$ cat src/rtl/kd_pkg.sv
package kd_pkg;
  typedef enum logic [2:0] {
    PH_FREE, PH_MDN, PH_QDN, PH_HELD, PH_QUP
  } kd_phase_e;

  typedef struct packed {
    logic [2:0] uth;   // micro threshold, 1..4
    logic [4:0] dth;   // macro down threshold, >= 1
    logic [4:0] uph;   // macro up threshold, >= 1
    logic [7:0] fac;   // release step factor, >= 1
  } kd_cfg_t;
endpackage

$ cat src/rtl/kd_sync.sv
module kd_sync #(
  parameter int STAGES = 2
) (
  input  logic clk,
  input  logic rst,
  input  logic d,
  output logic q
);
  logic [STAGES-1:0] sr;
  always_ff @(posedge clk) begin
    if (rst) sr <= '0;
    else     sr <= {sr[STAGES-2:0], d};
  end
  assign q = sr[STAGES-1];
endmodule

$ cat src/rtl/kd_seq.sv
module kd_seq #(
  parameter int NSLOT = 4,
  parameter int CNT_W = 7
) (
  input  logic             clk,
  input  logic             rst,
  input  logic             cyc_end,
  input  logic             ext_en,
  input  logic [CNT_W-1:0] ext_cnt,
  output logic             rdy,
  output logic [NSLOT-1:0] eval
);
  localparam int IDX_W = (NSLOT > 1) ? $clog2(NSLOT) : 1;
  localparam int GAP_W = CNT_W + 2;
  localparam logic [IDX_W-1:0] LAST = IDX_W'(NSLOT - 1);

  typedef enum logic [1:0] {S_RDY, S_EVAL, S_GAP} seq_e;
  seq_e             st;
  logic [IDX_W-1:0] idx;
  logic [GAP_W-1:0] gcnt;

  always_ff @(posedge clk) begin
    if (rst) begin
      st   <= S_RDY;
      idx  <= '0;
      gcnt <= '0;
    end else begin
      case (st)
        S_RDY: if (cyc_end) begin
          st  <= S_EVAL;
          idx <= '0;
        end
        S_EVAL: begin
          if (idx == LAST) begin
            // gap length fixed here; later enable changes do not cut it
            if (ext_en && ext_cnt != '0) begin
              st   <= S_GAP;
              gcnt <= {ext_cnt, 2'b00} - GAP_W'(1);
            end else begin
              st <= S_RDY;
            end
          end else begin
            idx <= idx + IDX_W'(1);
          end
        end
        S_GAP: begin
          if (gcnt == '0) st <= S_RDY;
          else            gcnt <= gcnt - GAP_W'(1);
        end
        default: st <= S_RDY;
      endcase
    end
  end

  assign rdy = (st == S_RDY);

  for (genvar i = 0; i < NSLOT; i++) begin : g_ev
    assign eval[i] = (st == S_EVAL) && (idx == IDX_W'(i));
  end
endmodule

$ cat src/rtl/kd_slot.sv
module kd_slot
  import kd_pkg::*;
#(
  parameter int KEY_W = 8
) (
  input  logic             clk,
  input  logic             rst,
  input  kd_cfg_t          cfg,
  input  logic             alloc,
  input  logic             hit_set,
  input  logic [KEY_W-1:0] new_key,
  input  logic             eval,
  output logic             busy,
  output logic [KEY_W-1:0] key,
  output logic             emit,
  output logic             emit_up
);
  kd_phase_e  ph, ph_n;
  logic       hit;
  logic [2:0] ucnt, ucnt_n;
  logic [3:0] mcnt, mcnt_n;
  logic [6:0] erun, erun_n;

  always_comb begin
    ph_n    = ph;
    ucnt_n  = ucnt;
    mcnt_n  = mcnt;
    erun_n  = erun;
    emit    = 1'b0;
    emit_up = 1'b0;
    if (eval) begin
      case (ph)
        PH_MDN: begin
          if (!hit) ph_n = PH_FREE;
          else if (ucnt + 3'd1 >= cfg.uth) begin
            ph_n   = PH_QDN;
            mcnt_n = '0;
          end else ucnt_n = ucnt + 3'd1;
        end
        PH_QDN: begin
          if (!hit) mcnt_n = '0;
          else if ({1'b0, mcnt} + 5'd1 >= cfg.dth) begin
            emit   = 1'b1;
            ph_n   = PH_HELD;
            ucnt_n = cfg.uth;
            erun_n = '0;
          end else mcnt_n = mcnt + 4'd1;
        end
        PH_HELD: begin
          if (hit) begin
            ucnt_n = cfg.uth;
            erun_n = '0;
          end else if ({1'b0, erun} + 8'd1 >= cfg.fac) begin
            erun_n = '0;
            if (ucnt <= 3'd1) begin
              ph_n   = PH_QUP;
              ucnt_n = '0;
              mcnt_n = '0;
            end else ucnt_n = ucnt - 3'd1;
          end else erun_n = erun + 7'd1;
        end
        PH_QUP: begin
          if (hit) mcnt_n = '0;
          else if ({1'b0, mcnt} + 5'd1 >= cfg.uph) begin
            emit    = 1'b1;
            emit_up = 1'b1;
            ph_n    = PH_FREE;
          end else mcnt_n = mcnt + 4'd1;
        end
        default: ph_n = PH_FREE;
      endcase
    end
  end

  always_ff @(posedge clk) begin
    if (rst) begin
      ph   <= PH_FREE;
      hit  <= 1'b0;
      key  <= '0;
      ucnt <= '0;
      mcnt <= '0;
      erun <= '0;
    end else if (alloc) begin
      ph   <= PH_MDN;
      hit  <= 1'b1;
      key  <= new_key;
      ucnt <= '0;
      mcnt <= '0;
      erun <= '0;
    end else begin
      ph   <= ph_n;
      ucnt <= ucnt_n;
      mcnt <= mcnt_n;
      erun <= erun_n;
      if (eval)         hit <= 1'b0;
      else if (hit_set) hit <= 1'b1;
    end
  end

  assign busy = (ph != PH_FREE);
endmodule

$ cat src/rtl/kd_filter.sv
module kd_filter
  import kd_pkg::*;
#(
  parameter int NSLOT = 4,
  parameter int KEY_W = 8
) (
  input  logic             clk,
  input  logic             rst,
  input  logic [1:0]       cfg_micro,
  input  logic [3:0]       cfg_mdn,
  input  logic [3:0]       cfg_mup,
  input  logic [6:0]       cfg_ext_cnt,
  input  logic             cfg_ext_en,
  input  logic             smp_vld,
  input  logic [KEY_W-1:0] smp_key,
  input  logic             smp_down,
  input  logic             cyc_end,
  output logic             scan_rdy,
  output logic             ev_vld,
  output logic             ev_up,
  output logic [KEY_W-1:0] ev_key
);
  logic             ext_en_s;
  logic [NSLOT-1:0] eval, slot_busy, match, alloc, hit_set, emit, emit_up;
  logic [KEY_W-1:0] slot_key [NSLOT];
  kd_cfg_t          cfg;
  logic             acc, ev_d, up_d;
  logic [KEY_W-1:0] key_d;

  kd_sync #(.STAGES(2)) u_sync (
    .clk(clk), .rst(rst), .d(cfg_ext_en), .q(ext_en_s)
  );

  kd_seq #(.NSLOT(NSLOT), .CNT_W(7)) u_seq (
    .clk(clk), .rst(rst), .cyc_end(cyc_end), .ext_en(ext_en_s),
    .ext_cnt(cfg_ext_cnt), .rdy(scan_rdy), .eval(eval)
  );

  always_comb begin
    cfg.uth = {1'b0, cfg_micro} + 3'd1;
    cfg.dth = (cfg_mdn == '0) ? 5'd1 : {1'b0, cfg_mdn};
    cfg.uph = (cfg_mup == '0) ? 5'd1 : {1'b0, cfg_mup};
    cfg.fac = (ext_en_s && cfg_ext_cnt != '0) ? {1'b0, cfg_ext_cnt} : 8'd1;
  end

  assign acc = scan_rdy && smp_vld && smp_down;

  always_comb begin
    logic found;
    found = 1'b0;
    alloc = '0;
    for (int i = 0; i < NSLOT; i++) begin
      match[i]   = slot_busy[i] && (slot_key[i] == smp_key);
      hit_set[i] = acc && match[i];
    end
    for (int i = 0; i < NSLOT; i++) begin
      if (acc && !(|match) && !slot_busy[i] && !found) begin
        alloc[i] = 1'b1;
        found    = 1'b1;
      end
    end
  end

  for (genvar i = 0; i < NSLOT; i++) begin : g_slot
    kd_slot #(.KEY_W(KEY_W)) u_slot (
      .clk(clk), .rst(rst), .cfg(cfg), .alloc(alloc[i]),
      .hit_set(hit_set[i]), .new_key(smp_key), .eval(eval[i]),
      .busy(slot_busy[i]), .key(slot_key[i]), .emit(emit[i]),
      .emit_up(emit_up[i])
    );
  end

  always_comb begin
    ev_d  = 1'b0;
    up_d  = 1'b0;
    key_d = '0;
    for (int i = 0; i < NSLOT; i++) begin
      ev_d  = ev_d | emit[i];
      up_d  = up_d | (emit[i] & emit_up[i]);
      key_d = key_d | ({KEY_W{emit[i]}} & slot_key[i]);
    end
  end

  always_ff @(posedge clk) begin
    if (rst) begin
      ev_vld <= 1'b0;
      ev_up  <= 1'b0;
      ev_key <= '0;
    end else begin
      ev_vld <= ev_d;
      ev_up  <= up_d;
      ev_key <= key_d;
    end
  end
endmodule

$ cat config.mk
export PLATFORM = sky130hd
export DESIGN_NAME = kd_filter
export DESIGN_NICKNAME = d
export VERILOG_FILES = /design/src/rtl/kd_pkg.sv /design/src/rtl/kd_sync.sv /design/src/rtl/kd_seq.sv /design/src/rtl/kd_slot.sv /design/src/rtl/kd_filter.sv
export SDC_FILE = /design/constraint.sdc
export NUM_CORES = 1
export LEC_CHECK = 0
export BUFFER_PORTS_ARGS = -buffer_cell sky130_fd_sc_hd__buf_4
export CAP_MARGIN = 10
export CORE_MARGIN = 2
export CORE_UTILIZATION = 63
export DETAILED_ROUTE_END_ITERATION = 6
export PLACE_DENSITY = 0.81
export SLEW_MARGIN = 10
export SYNTH_ARGS = -nofsm -noshare
export SYNTH_HDL_FRONTEND = slang
export SYNTH_SLANG_ARGS = --single-unit
$ cat constraint.sdc
create_clock -name clk -period 3.9 [get_ports clk]
set_clock_uncertainty 0.05 [all_clocks]
set_input_delay 0.39 -clock clk [delete_from_list [all_inputs] [get_ports clk]]
set_output_delay 0.39 -clock clk [all_outputs]
set_load 0.01 [all_outputs]
==> impl_metrics.tcl <==
set metrics [dict create \
    antenna_left 0 \
    grt_max_degree 44 \
    drc 0 \
    vdd.ir_drop.worst_v 0.000271 \
    netlist_area_sq_um 9490 \
    fin_crit_ps 3330 \
    drtIter0Drc 763 \
    regToRegEndpoint "g_slot[1].u_slot.mcnt[2]" \
    clk_pin_slew_worst_paths_ps 60 \
    power.density_nw_per_um2 310 \
    ys_ff_latch 129 \
    crit_type "register to register" \
    async_flop_share_pct 0 \
    ys_warn_count 0 \
    synth_xor_area_share_pct 6.37 \
    final.setup.tns_ps 0 \
    dieArea_sq_um 16100 \
    mostFrequentLayoutCells "dfxtp_1, nor2_1, nand2_1, a21oi_1, ha_1" \
    grt_pass1_vias 8059 \
    slew_headroom_pct 24.6 \
    core_area_sq_um 14600 \
    critPathLaunchType "register" \
    fin_nets 1327 \
    slew_violations 0 \
    dieWidth_microns 127 \
    rr_worst_depth 12 \
    first_pass_iters 6 \
    ys_seq_area_share_pct 27.2 \
    hold_slack_ps 115 \
    synth-simple-area-share_pct 24.2 \
    gp_congestion 0.962 \
    hpwlAfterDp_mm 17.2 \
    root_buffer "clkbuf_16" \
    p_leak_nw 4.14 \
    vias_per_cell 6.20 \
    layout_commonest_cell "dfxtp_1" \
    fin_area_sq_um 10400 \
    clock_latency_ps 440 \
    setup-violations-final 0 \
    numPortBuffers 41 \
    antenna_cells 0 \
    maxClockFrequency_ghz 0.300 \
    cts-hold-fix-buffers 0 \
    fin_crit_sh_pct 85.4 \
    cp-end-kind "register" \
    synthAdderAreaFrac_pct 12.5 \
    yosys.cell_types.count 89 \
    pin_count 42 \
    grt.overflow.total 0 \
    area_growth_pct 9.59 \
    numCtsBuffers 17 \
    worstMarginPinSlew_ps 1130 \
    clk_path_buf_depth 2 \
    rrSetupSlack_ps 570 \
    rsz0062_at_grt "false" \
    hold_start "cfg_ext_en" \
    grt_pass1_wl_mm 38.9 \
    via_count 8673 \
    postCtsSetupBuffers 0 \
    cts_tree "yes" \
    initial_utilization_pct 64.8 \
    endpoint "g_slot[1].u_slot.mcnt[2]" \
    final_util_pct 71.0 \
    grt_use_total_pct 29.7 \
    ctsResizeCount 0 \
    rows 44 \
    syn_avg_cell_area_sq_um 7.97 \
    status "complete, no violations" \
    die_h_microns 127 \
    cts_sinks 129 \
    drive_gt1_share_pct 10.5 \
    setup_ws_ps 569 \
    placed_area_sq_um 9810 \
    min_path_type "primary input to register" \
    wire_per_inst_microns 16.9 \
    max-cap-violations 0 \
    rr_startpoint "g_slot[1].u_slot.erun[0]" \
    wl_mm 23.6 \
    synth-compound-area-share_pct 19.0 \
    synth_mux_area_share_pct 5.30 \
    synth_edf_count 0 \
    crit_start "g_slot[1].u_slot.erun[0]" \
    path_max_fanout 7 \
    final_hold_viol_count 0 \
    syn_inst 1190 \
    cts.htree.levels 4 \
    synth_fp_nets 1316 \
    required_ps 4200 \
    place_ws_ps 528 \
    antenna_found_initial 0 \
    synth_top_family_by_area "simple AND/OR/NAND/NOR gates" \
    crit_arrival_ps 3630 \
    fill_cells 1173 \
    synth_ff_type "dfxtp_1" \
]
kinds of logic after synthesis:
| kind of cell | after synthesis |
|---|---|
| simple gates | 458 |
| compound gates | 279 |
| flops | 129 |
| buf+inv | 110 |
| fa+ha+maj | 95 |
| xor+xnor | 69 |
| mux | 50 |
critical path, stage by stage, from the launching register on:
cell and delay [ps]:
dfxtp_1 410, ha_1 260, nand3_1 170, nor2_1 170
xor2_1 110, ha_1 300, and4_1 200, nand2_1 50
o22ai_1 270, o21a_1 250, o2111ai_1 300, or4_1 550
a21oi_1 150
final cells by class:
class	instances	area [sq um]	area share (%)
inverters	50	188	1.81
clock inverters	15	163	1.56
repair buffers	52	390	3.76
well taps	184	230	2.21
multi-input cells	951	6420	61.7
flip-flops and latches	129	2580	24.8
clock buffers	17	425	4.09
synth_stat cells, drive strengths merged, types with 8 or more instances:
cell    instances  area, sq um
inv            50          188
or2             9         56.3
nor3           38          195
a31oi          21          138
nor4           13         96.3
clkbuf         29          134
nor3b          10         75.1
buf            31          183
or3            15         93.8
a211oi         10         75.1
nand4          11         68.8
nand2b         24          150
o22ai           8         56.3
nand3b          8         60.1
dfxtp         129         2580
mux2i          48          480
nor2          127          479
o21ai          63          319
xnor2          31          272
a21oi          98          490
nand2         106          398
nor2b          28          183
a222oi          8         80.1
ha             95         1190
xor2           38          333
nand3          40          205
registers in the layout, summed over array words and instances, names as in the netlist:
register / cells
ev_key: 8
ev_up: 1
ev_vld: 1
g_slot.u_slot.erun: 28
g_slot.u_slot.hit: 4
g_slot.u_slot.key: 32
g_slot.u_slot.mcnt: 16
g_slot.u_slot.ph: 12
g_slot.u_slot.ucnt: 12
u_seq.gcnt: 9
u_seq.idx: 2
u_seq.st: 2
u_sync.sr: 2
power by group:
part           switching [W]  internal, W  total [W]
combinational       0.000173     0.000101   0.000274
sequential         0.0000188      0.00133    0.00135
clock               0.000691     0.000908    0.00160
total               0.000883      0.00234    0.00322
metal layers:
metal  up-vias  share of wire (%)  global-route usage, %
li1       4295                  -                      -
met1      4051                 45                   38.7
met2       290                 47                   50.4
met3        37                6.0                   4.60
met4         0                2.1                   10.7
met5         -                  0                      0
stage by stage:
step	std cells	power [W]
after floorplan	1190	0.00156
after global placement	1366	0.00164
after detailed placement	1366	0.00164
after CTS	1398	0.00324
after global routing	1398	0.00332
final	1398	0.00322
worst min-delay path by stage:
stage	end	cells past startpoint	slack (ps)
finish	u_sync.sr[0]	2	110
floorplan	u_sync.sr[1]	1	360
detailed placement	u_sync.sr[1]	1	380
CTS	u_sync.sr[0]	2	110
global placement	u_sync.sr[1]	1	370
global route	u_sync.sr[0]	2	150
Power figures use the tool's default switching activity.
